`src/rtl/acc8_core.sv`:
```
module acc8_core #(
  parameter logic [15:0] RESET_PC = 16'h0100
) (
  input  logic        clk,
  input  logic        rst_n,
  input  logic [7:0]  mem_rdata,
  output logic [15:0] mem_addr,
  output logic [7:0]  mem_wdata,
  output logic        mem_we,
  output logic        halted,
  output logic [7:0]  dbg_a,
  output logic [7:0]  dbg_b,
  output logic [15:0] dbg_pc,
  output logic [3:0]  dbg_flags
);
  localparam logic [1:0] K_LD = 2'd0, K_ADD = 2'd1, K_ST = 2'd2;
  localparam logic [1:0] R_A = 2'd0, R_B = 2'd1, R_D = 2'd2;
  localparam logic [1:0] M_IMM = 2'd0, M_DIR = 2'd1, M_EXT = 2'd2;
  localparam logic [7:0] OP_NOP = 8'h01;

  typedef enum logic [2:0] {S_FETCH, S_DEC, S_OP1, S_OP2, S_MEM1, S_MEM2, S_WR2, S_HALT} state_t;

  function automatic logic [6:0] decode(input logic [7:0] o);
    case (o)
      8'h86: decode = {1'b1, K_LD,  R_A, M_IMM};
      8'h96: decode = {1'b1, K_LD,  R_A, M_DIR};
      8'hB6: decode = {1'b1, K_LD,  R_A, M_EXT};
      8'hC6: decode = {1'b1, K_LD,  R_B, M_IMM};
      8'hD6: decode = {1'b1, K_LD,  R_B, M_DIR};
      8'hCC: decode = {1'b1, K_LD,  R_D, M_IMM};
      8'hDC: decode = {1'b1, K_LD,  R_D, M_DIR};
      8'h8B: decode = {1'b1, K_ADD, R_A, M_IMM};
      8'h9B: decode = {1'b1, K_ADD, R_A, M_DIR};
      8'hBB: decode = {1'b1, K_ADD, R_A, M_EXT};
      8'hCB: decode = {1'b1, K_ADD, R_B, M_IMM};
      8'hDB: decode = {1'b1, K_ADD, R_B, M_DIR};
      8'hC3: decode = {1'b1, K_ADD, R_D, M_IMM};
      8'hD3: decode = {1'b1, K_ADD, R_D, M_DIR};
      8'h97: decode = {1'b1, K_ST,  R_A, M_DIR};
      8'hB7: decode = {1'b1, K_ST,  R_A, M_EXT};
      8'hD7: decode = {1'b1, K_ST,  R_B, M_DIR};
      8'hDD: decode = {1'b1, K_ST,  R_D, M_DIR};
      default: decode = 7'd0;
    endcase
  endfunction

  state_t      st, nxt;
  logic [15:0] pc, ea;
  logic [7:0]  a, b, op, hi;
  logic [3:0]  flg;
  logic        pc_inc, exec, st_flag;

  logic [6:0] dcur;
  logic       ok, wide;
  logic [1:0] kind, rs, md;
  assign dcur = decode(st == S_DEC ? mem_rdata : op);
  assign ok   = dcur[6];
  assign kind = dcur[5:4];
  assign rs   = dcur[3:2];
  assign md   = dcur[1:0];
  assign wide = (rs == R_D);

  logic [15:0] src, opnd, res;
  logic [16:0] sum16;
  logic [8:0]  sum8;
  logic        msb, zero, carry, ovf;

  assign src   = wide ? {a, b} : (rs == R_B) ? {8'h00, b} : {8'h00, a};
  assign opnd  = wide ? {hi, mem_rdata} : {8'h00, mem_rdata};
  assign sum16 = {1'b0, src} + {1'b0, opnd};
  assign sum8  = {1'b0, src[7:0]} + {1'b0, opnd[7:0]};
  assign res   = (kind == K_ADD) ? (wide ? sum16[15:0] : {8'h00, sum8[7:0]})
               : (kind == K_LD) ? opnd : src;
  assign msb   = wide ? res[15] : res[7];
  assign zero  = wide ? (res == 16'd0) : (res[7:0] == 8'd0);
  assign carry = wide ? sum16[16] : sum8[8];
  assign ovf   = wide ? (src[15] == opnd[15]) && (res[15] != src[15])
                      : (src[7] == opnd[7]) && (res[7] != src[7]);

  always_comb begin
    nxt       = st;
    mem_addr  = pc;
    mem_we    = 1'b0;
    mem_wdata = 8'h00;
    pc_inc    = 1'b0;
    exec      = 1'b0;
    st_flag   = 1'b0;
    case (st)
      S_FETCH: begin
        pc_inc = 1'b1;
        nxt    = S_DEC;
      end
      S_DEC: begin
        if (mem_rdata == OP_NOP) nxt = S_FETCH;
        else if (!ok) nxt = S_HALT;
        else begin
          pc_inc = 1'b1;
          nxt    = S_OP1;
        end
      end
      S_OP1: begin
        if (md == M_IMM) begin
          if (wide) begin
            pc_inc = 1'b1;
            nxt    = S_OP2;
          end else begin
            exec = 1'b1;
            nxt  = S_FETCH;
          end
        end else if (md == M_EXT) begin
          pc_inc = 1'b1;
          nxt    = S_OP2;
        end else begin
          mem_addr = {8'h00, mem_rdata};
          if (kind == K_ST) begin
            mem_we    = 1'b1;
            mem_wdata = (rs == R_B) ? b : a;
            st_flag   = 1'b1;
            nxt       = wide ? S_WR2 : S_FETCH;
          end else nxt = S_MEM1;
        end
      end
      S_OP2: begin
        if (md == M_IMM) begin
          exec = 1'b1;
          nxt  = S_FETCH;
        end else begin
          mem_addr = {hi, mem_rdata};
          if (kind == K_ST) begin
            mem_we    = 1'b1;
            mem_wdata = (rs == R_B) ? b : a;
            st_flag   = 1'b1;
            nxt       = wide ? S_WR2 : S_FETCH;
          end else nxt = S_MEM1;
        end
      end
      S_MEM1: begin
        if (wide) begin
          mem_addr = ea + 16'd1;
          nxt      = S_MEM2;
        end else begin
          exec = 1'b1;
          nxt  = S_FETCH;
        end
      end
      S_MEM2: begin
        exec = 1'b1;
        nxt  = S_FETCH;
      end
      S_WR2: begin
        mem_addr  = ea + 16'd1;
        mem_we    = 1'b1;
        mem_wdata = b;
        nxt       = S_FETCH;
      end
      default: nxt = S_HALT;
    endcase
  end

  always_ff @(posedge clk or negedge rst_n) begin
    if (!rst_n) begin
      st  <= S_FETCH;
      pc  <= RESET_PC;
      a   <= 8'h00;
      b   <= 8'h00;
      op  <= 8'h00;
      hi  <= 8'h00;
      ea  <= 16'h0000;
      flg <= 4'h0;
    end else begin
      st <= nxt;
      if (pc_inc) pc <= pc + 16'd1;
      if (st == S_DEC) op <= mem_rdata;
      if (st == S_OP1 || st == S_MEM1) hi <= mem_rdata;
      if (st == S_OP1 || st == S_OP2) ea <= mem_addr;
      if (exec) begin
        if (rs == R_A) a <= res[7:0];
        else if (rs == R_B) b <= res[7:0];
        else begin
          a <= res[15:8];
          b <= res[7:0];
        end
        flg <= {msb, zero, (kind == K_ADD) ? ovf : 1'b0, (kind == K_ADD) ? carry : flg[0]};
      end else if (st_flag) begin
        flg <= {msb, zero, 1'b0, flg[0]};
      end
    end
  end

  assign halted    = (st == S_HALT);
  assign dbg_a     = a;
  assign dbg_b     = b;
  assign dbg_pc    = pc;
  assign dbg_flags = flg;
endmodule

```
`config.mk`:
```
export PLATFORM = sky130hd
export DESIGN_NAME = acc8_core
export DESIGN_NICKNAME = d
export VERILOG_FILES = /design/src/rtl/acc8_core.sv
export SDC_FILE = /design/constraint.sdc
export NUM_CORES = 1
export LEC_CHECK = 0
export BUFFER_PORTS_ARGS = -buffer_cell sky130_fd_sc_hd__buf_2
export CORE_ASPECT_RATIO = 2
export CORE_MARGIN = 3
export CORE_UTILIZATION = 35
export DETAILED_ROUTE_END_ITERATION = 16
export HOLD_SLACK_MARGIN = 0.03
export PLACE_DENSITY = 0.61
export SLEW_MARGIN = 20
export SYNTH_ARGS = -nofsm -noshare
export SYNTH_HDL_FRONTEND = slang
export SYNTH_SLANG_ARGS = --single-unit
```
`constraint.sdc`:
```
create_clock -name clk -period 4.3 [get_ports clk]
set_clock_uncertainty 0.2 [all_clocks]
set_input_delay 1.075 -clock clk [delete_from_list [all_inputs] [get_ports clk]]
set_output_delay 1.075 -clock clk [all_outputs]
set_load 0.03 [all_outputs]
```
==> results_tabular.tex <==
\begin{tabular}{lr}
\hline
Metric & Value \\
\hline
\multicolumn{2}{l}{\textbf{Outcome}} \\
Result of the run & finished, violations left \\
Violations in the final reports & setup timing \\
\multicolumn{2}{l}{\textbf{Setup path}} \\
Capture point of the worst reg-to-reg path & dbg\_flags[2] \\
CP Cell Sequence & buf\_8 > nand3b\_1 > buf\_6 > a211oi\_4 > a21oi\_4 > o41ai\_4 > a2bb2oi\_2 > o32ai\_4 > nand2b\_4 > a222oi\_1 > buf\_4 > inv\_2 > buf\_6 \\
Reg2Reg Depth & 17 \\
Req. time, crit path & 3.02 ns \\
Critical Path Start & mem\_rdata[2] \\
Critical register-to-register path startpoint & st[2] \\
Critical path type & input port to output pin \\
Critical-path maximum fanout & 5 \\
Count of cell instances traversed by the critical path & 13 \\
Dominant delay contributor by cell family on the critical path & compound AO/OA/AOI/OAI gates \\
Critical path capture point type & output pin \\
Worst path arrival time & 3.39 ns \\
Crit-path most repeated cell & sky130\_fd\_sc\_hd\_\_buf\_6 \\
Startpoint type of the worst setup path & input port \\
Crit-path slowest cell & sky130\_fd\_sc\_hd\_\_a222oi\_1 \\
Register-to-register setup slack & -0.07 ns \\
Critical path capture point & mem\_addr[1] \\
CP max stage delay & 0.36 ns \\
Worst path buffer plus inverter count & 5 \\
\multicolumn{2}{l}{\textbf{Pwr}} \\
Ratio of total power to cell area & 649 mW/mm\^{}2 \\
IR Drop Worst-Case VDD & 0.000542 V \\
Internal power & 3070 uW \\
Overall power after layout & 5790 uW \\
Combinational share of power & 64.2\% \\
Share of total power in sequential cells & 23.1\% \\
Clk network pwr share & 12.7\% \\
Leak Pwr & 0.00408 uW \\
Switching Power & 2720 uW \\
Sw frac & 47.0\% \\
\multicolumn{2}{l}{\textbf{STA}} \\
Least-Margin Pin Slew & 0.972 ns \\
Fin. Hold Viols & 0 \\
Final Slew Violations & 0 \\
Headroom to the max-slew limit & 35.2\% \\
Portion of the clock cycle consumed by the worst path in the final layout & 108\% \\
Min cycle time layout & 4.66 ns \\
Highest achievable clock rate & 214 MHz \\
Setup violators final & 23 \\
Setup slack after layout & -0.364 ns \\
Setup repair after global routing missed its margin & yes \\
Tightest hold margin & 0.279 ns \\
\multicolumn{2}{l}{\textbf{Detailed routing}} \\
Total Wirelength & 23,200 um \\
Routed length per instance & 20.9 um \\
DR DRC count & 0 \\
Detailed-route vias per instance & 5.75 \\
Number of iterations in the first detailed-routing pass & 5 \\
Final antenna-violating net count & 0 \\
Via total after detailed routing & 6,388 \\
Number of DRC markers in iteration 0 & 253 \\
\multicolumn{2}{l}{\textbf{Floorplanning}} \\
Core Footprint & 0.0159 mm\^{}2 \\
Initial cell density of the core & 35.8\% \\
Die Span Y & 186 um \\
Standard-cell rows & 65 \\
Count of boundary I/O pins & 72 \\
Total die area & 0.0179 mm\^{}2 \\
Die width & 96.0 um \\
\multicolumn{2}{l}{\textbf{GRT}} \\
Number of global-route vias before repair & 6,623 \\
Pin count of the biggest net entering global routing & 72 \\
Number of antenna violations at the first check in global routing & 0 \\
Total global routing overflow & 0 \\
First-pass GRT wire length & 35,500 um \\
GRT Overall Usage & 26.6\% \\
\multicolumn{2}{l}{\textbf{Synthesis}} \\
Instance count of the mapped netlist & 673 \\
Number of synthesized flops with an enable pin & 0 \\
Synth Net Count & 704 \\
Post-synthesis register bit count & 71 \\
Number of warnings printed during yosys synthesis & 0 \\
Share of synthesized registers carrying an async set or reset & 100\% \\
Sequential fraction of the synthesis area & 31.3\% \\
Commonest register cell after synthesis & sky130\_fd\_sc\_hd\_\_dfrtp\_1 \\
Post-synthesis instance area & 0.00567 mm\^{}2 \\
Mean cell area of the mapped netlist & 8.43 um\^{}2 \\
Count of cell types in the netlist & 70 \\
\multicolumn{2}{l}{\textbf{Clock network}} \\
Number of CTS-inserted buffers & 9 \\
\# clock sinks & 71 \\
Number of levels in the clock H-tree & 3 \\
Buffer levels on the longest clock path & 2 \\
Clock latency of the later-clocked register in the worst-skew pair & 0.34 ns \\
Hold bufs inserted after CTS & 0 \\
Post-CTS clock slew at the launch and capture registers of the worst setup and hold paths & 0.06 ns \\
Clock root buffer & sky130\_fd\_sc\_hd\_\_clkbuf\_16 \\
TritonCTS clock tree & built \\
\multicolumn{2}{l}{\textbf{Placement}} \\
Number of cells in the design after placement & 1,065 \\
Number of input and output port buffers inserted & 71 \\
Pre-CTS worst setup slack & -0.748 ns \\
Final weighted congestion in routability-driven placement & 1.03 \\
Total half-perimeter wirelength after legalization and detailed placement & 17,600 um \\
\multicolumn{2}{l}{\textbf{Cells and area}} \\
Layout cells sized above 1 & 45.7\% \\
Final instance count without filler cells & 1,111 \\
ANT cells & 0 \\
Utilization after layout & 56.2\% \\
Net count reported at finish & 936 \\
Growth of design area from synthesis to finish & 57.2\% \\
\multicolumn{2}{l}{\textbf{Hold path}} \\
Worst hold path type & flip-flop to flip-flop \\
\multicolumn{2}{l}{\textbf{Job}} \\
Max-capacitance violation count & 0 \\
\hline
\end{tabular}
## cell type report
cell class              count  area, um^2
fillers                  1451        6940
clock buffers              12         256
clock inverters             4        28.8
repair buffers            253        2040
flip-flops and latches     71        1780
multi-input cells         547        4470
well taps                 201         251
inverters                  23        88.8
## metrics by stage
| stage | instance area, um^2 | TNS, ns |
|---|---|---|
| detailed placement | 7460 | -17.68 |
| finish | 8910 | -5.43 |
| CTS | 8590 | -4.89 |
| floorplan | 5860 | -2.17 |
| global route | 8910 | -8.11 |
| global placement | 7460 | -17.21 |
## layout by cell type, fill, tap and decap left out, types with 6 or more instances in the layout
| master | Yosys | layout |
|---|---|---|
| sky130_fd_sc_hd__nand2_1 | 83 | 74 |
| sky130_fd_sc_hd__a22oi_1 | 8 | 6 |
| sky130_fd_sc_hd__inv_1 | 23 | 19 |
| sky130_fd_sc_hd__buf_4 | 0 | 170 |
| sky130_fd_sc_hd__nand2_2 | 0 | 8 |
| sky130_fd_sc_hd__buf_6 | 0 | 33 |
| sky130_fd_sc_hd__a21oi_1 | 30 | 20 |
| sky130_fd_sc_hd__and2_1 | 19 | 18 |
| sky130_fd_sc_hd__o211ai_1 | 8 | 8 |
| sky130_fd_sc_hd__nand4_1 | 9 | 9 |
| sky130_fd_sc_hd__buf_2 | 10 | 38 |
| sky130_fd_sc_hd__nor2b_1 | 10 | 8 |
| sky130_fd_sc_hd__a31oi_1 | 15 | 11 |
| sky130_fd_sc_hd__buf_12 | 0 | 6 |
| sky130_fd_sc_hd__nor2_1 | 58 | 54 |
| sky130_fd_sc_hd__clkbuf_16 | 0 | 9 |
| sky130_fd_sc_hd__nor3_1 | 13 | 9 |
| sky130_fd_sc_hd__o21a_1 | 8 | 8 |
| sky130_fd_sc_hd__o21ai_2 | 1 | 8 |
| sky130_fd_sc_hd__a41oi_1 | 7 | 7 |
| sky130_fd_sc_hd__a21o_1 | 11 | 11 |
| sky130_fd_sc_hd__o21ai_0 | 33 | 21 |
| sky130_fd_sc_hd__and3_1 | 8 | 8 |
| sky130_fd_sc_hd__o21ai_1 | 3 | 7 |
| sky130_fd_sc_hd__xor2_1 | 20 | 18 |
| sky130_fd_sc_hd__nand2b_1 | 18 | 12 |
| sky130_fd_sc_hd__a22o_4 | 0 | 8 |
| sky130_fd_sc_hd__a21oi_2 | 0 | 8 |
| sky130_fd_sc_hd__mux2_2 | 26 | 23 |
| sky130_fd_sc_hd__ha_1 | 20 | 12 |
| sky130_fd_sc_hd__dfrtp_1 | 70 | 70 |
| sky130_fd_sc_hd__nand3_1 | 20 | 20 |
| sky130_fd_sc_hd__xnor2_1 | 18 | 16 |
| sky130_fd_sc_hd__ha_4 | 0 | 7 |
| sky130_fd_sc_hd__nand2b_4 | 0 | 6 |
## worst min-delay path by stage
stage               slack, ns  cells after the start         start            to
floorplan                0.28                      2        ea[13]        ea[13]
global placement         0.27                      1  dbg_flags[0]  dbg_flags[0]
detailed placement       0.27                      1  dbg_flags[0]  dbg_flags[0]
CTS                      0.29                      1  dbg_flags[0]  dbg_flags[0]
global route             0.29                      1  dbg_flags[0]  dbg_flags[0]
finish                   0.28                      2  dbg_flags[1]  dbg_flags[1]
## per-layer routing
metal  GRT usage [%]  vias to the layer above  routed length, um
met5               0                        -                  0
met1            26.2                     3121               7860
met3            3.11                      109                853
li1                -                     2933                  -
met2            49.0                      225              12600
met4            19.6                        0               1850
## synthesized netlist by cell type (all sizes together) (6+ instances only)
| cell type | n | area (um^2) |
|---|---|---|
| nand3 | 20 | 100 |
| and3 | 8 | 50.1 |
| inv | 23 | 86.3 |
| a211oi | 8 | 60.1 |
| nor2b | 10 | 62.6 |
| and2 | 19 | 119 |
| ha | 20 | 250 |
| nand4 | 9 | 56.3 |
| nor2 | 58 | 218 |
| a21o | 11 | 82.6 |
| nand2b | 18 | 113 |
| a31oi | 15 | 93.8 |
| a41oi | 7 | 61.3 |
| a221oi | 6 | 52.6 |
| dfrtp | 70 | 1750 |
| o211ai | 8 | 60.1 |
| buf | 11 | 53.8 |
| o21a | 8 | 60.1 |
| mux2 | 26 | 293 |
| xor2 | 20 | 175 |
| nor3 | 14 | 75.1 |
| mux2i | 7 | 70.1 |
| a21oi | 30 | 150 |
| a22o | 8 | 70.1 |
| a22oi | 8 | 60.1 |
| clkbuf | 21 | 78.8 |
| a221o | 6 | 60.1 |
| o21ai | 37 | 189 |
| nand2 | 83 | 312 |
| xnor2 | 18 | 158 |
## worst register-to-register path, stage by stage (launching register included)
cell and delay [ns]:
sky130_fd_sc_hd__dfrtp_1 0.43, sky130_fd_sc_hd__nor3b_4 0.34, sky130_fd_sc_hd__nand4b_1 0.30, sky130_fd_sc_hd__a2bb2oi_2 0.24, sky130_fd_sc_hd__o21ai_4 0.24, sky130_fd_sc_hd__buf_4 0.17, sky130_fd_sc_hd__mux2_2 0.38, sky130_fd_sc_hd__ha_1 0.26
sky130_fd_sc_hd__a21o_1 0.23, sky130_fd_sc_hd__a221oi_2 0.24, sky130_fd_sc_hd__o21ai_2 0.11, sky130_fd_sc_hd__o211ai_1 0.27, sky130_fd_sc_hd__buf_4 0.16, sky130_fd_sc_hd__nor2b_4 0.16, sky130_fd_sc_hd__mux2i_2 0.10, sky130_fd_sc_hd__nor4_2 0.22
sky130_fd_sc_hd__nand4_1 0.12, sky130_fd_sc_hd__o21ai_1 0.13
## cells by family (layout without fill, tap and decap cells)
group / Yosys count / count (layout) / synth area share [%]
adders and majority gates: 21 / 21 / 4.77
DFF: 71 / 71 / 31.3
AOI/OAI and AO/OA: 184 / 184 / 23.4
and+or+nand+nor: 271 / 271 / 24.4
buffers and inverters: 55 / 292 / 3.86
xor gates and xnor gates: 38 / 38 / 5.87
muxes: 33 / 33 / 6.40
## power groups by stage
stage | Clock [uW] | Sequential [uW] | Combinational, uW
floorplan | 0 | 1390 | 1710
global placement | 0 | 1310 | 3110
detailed placement | 0 | 1310 | 3120
finish | 735 | 1340 | 3720
global route | 774 | 1370 | 3960
CTS | 750 | 1320 | 3490
## timing repair
| action | in CTS | in global routing |
|---|---|---|
| pin swaps | 58 | 33 |
| resized for setup | 159 | 49 |
| endpoints found under the hold margin | 0 | 0 |
| endpoints found under the setup margin | 35 | 42 |
| setup buffers | 23 | 15 |
## sequential cells by signal, indices dropped and copies added (netlist names)
signal	cells
dbg_a	8
dbg_flags	4
hi	8
op	8
ea	16
dbg_b	8
st	3
dbg_pc	16
(Power assumes the default switching activity.)
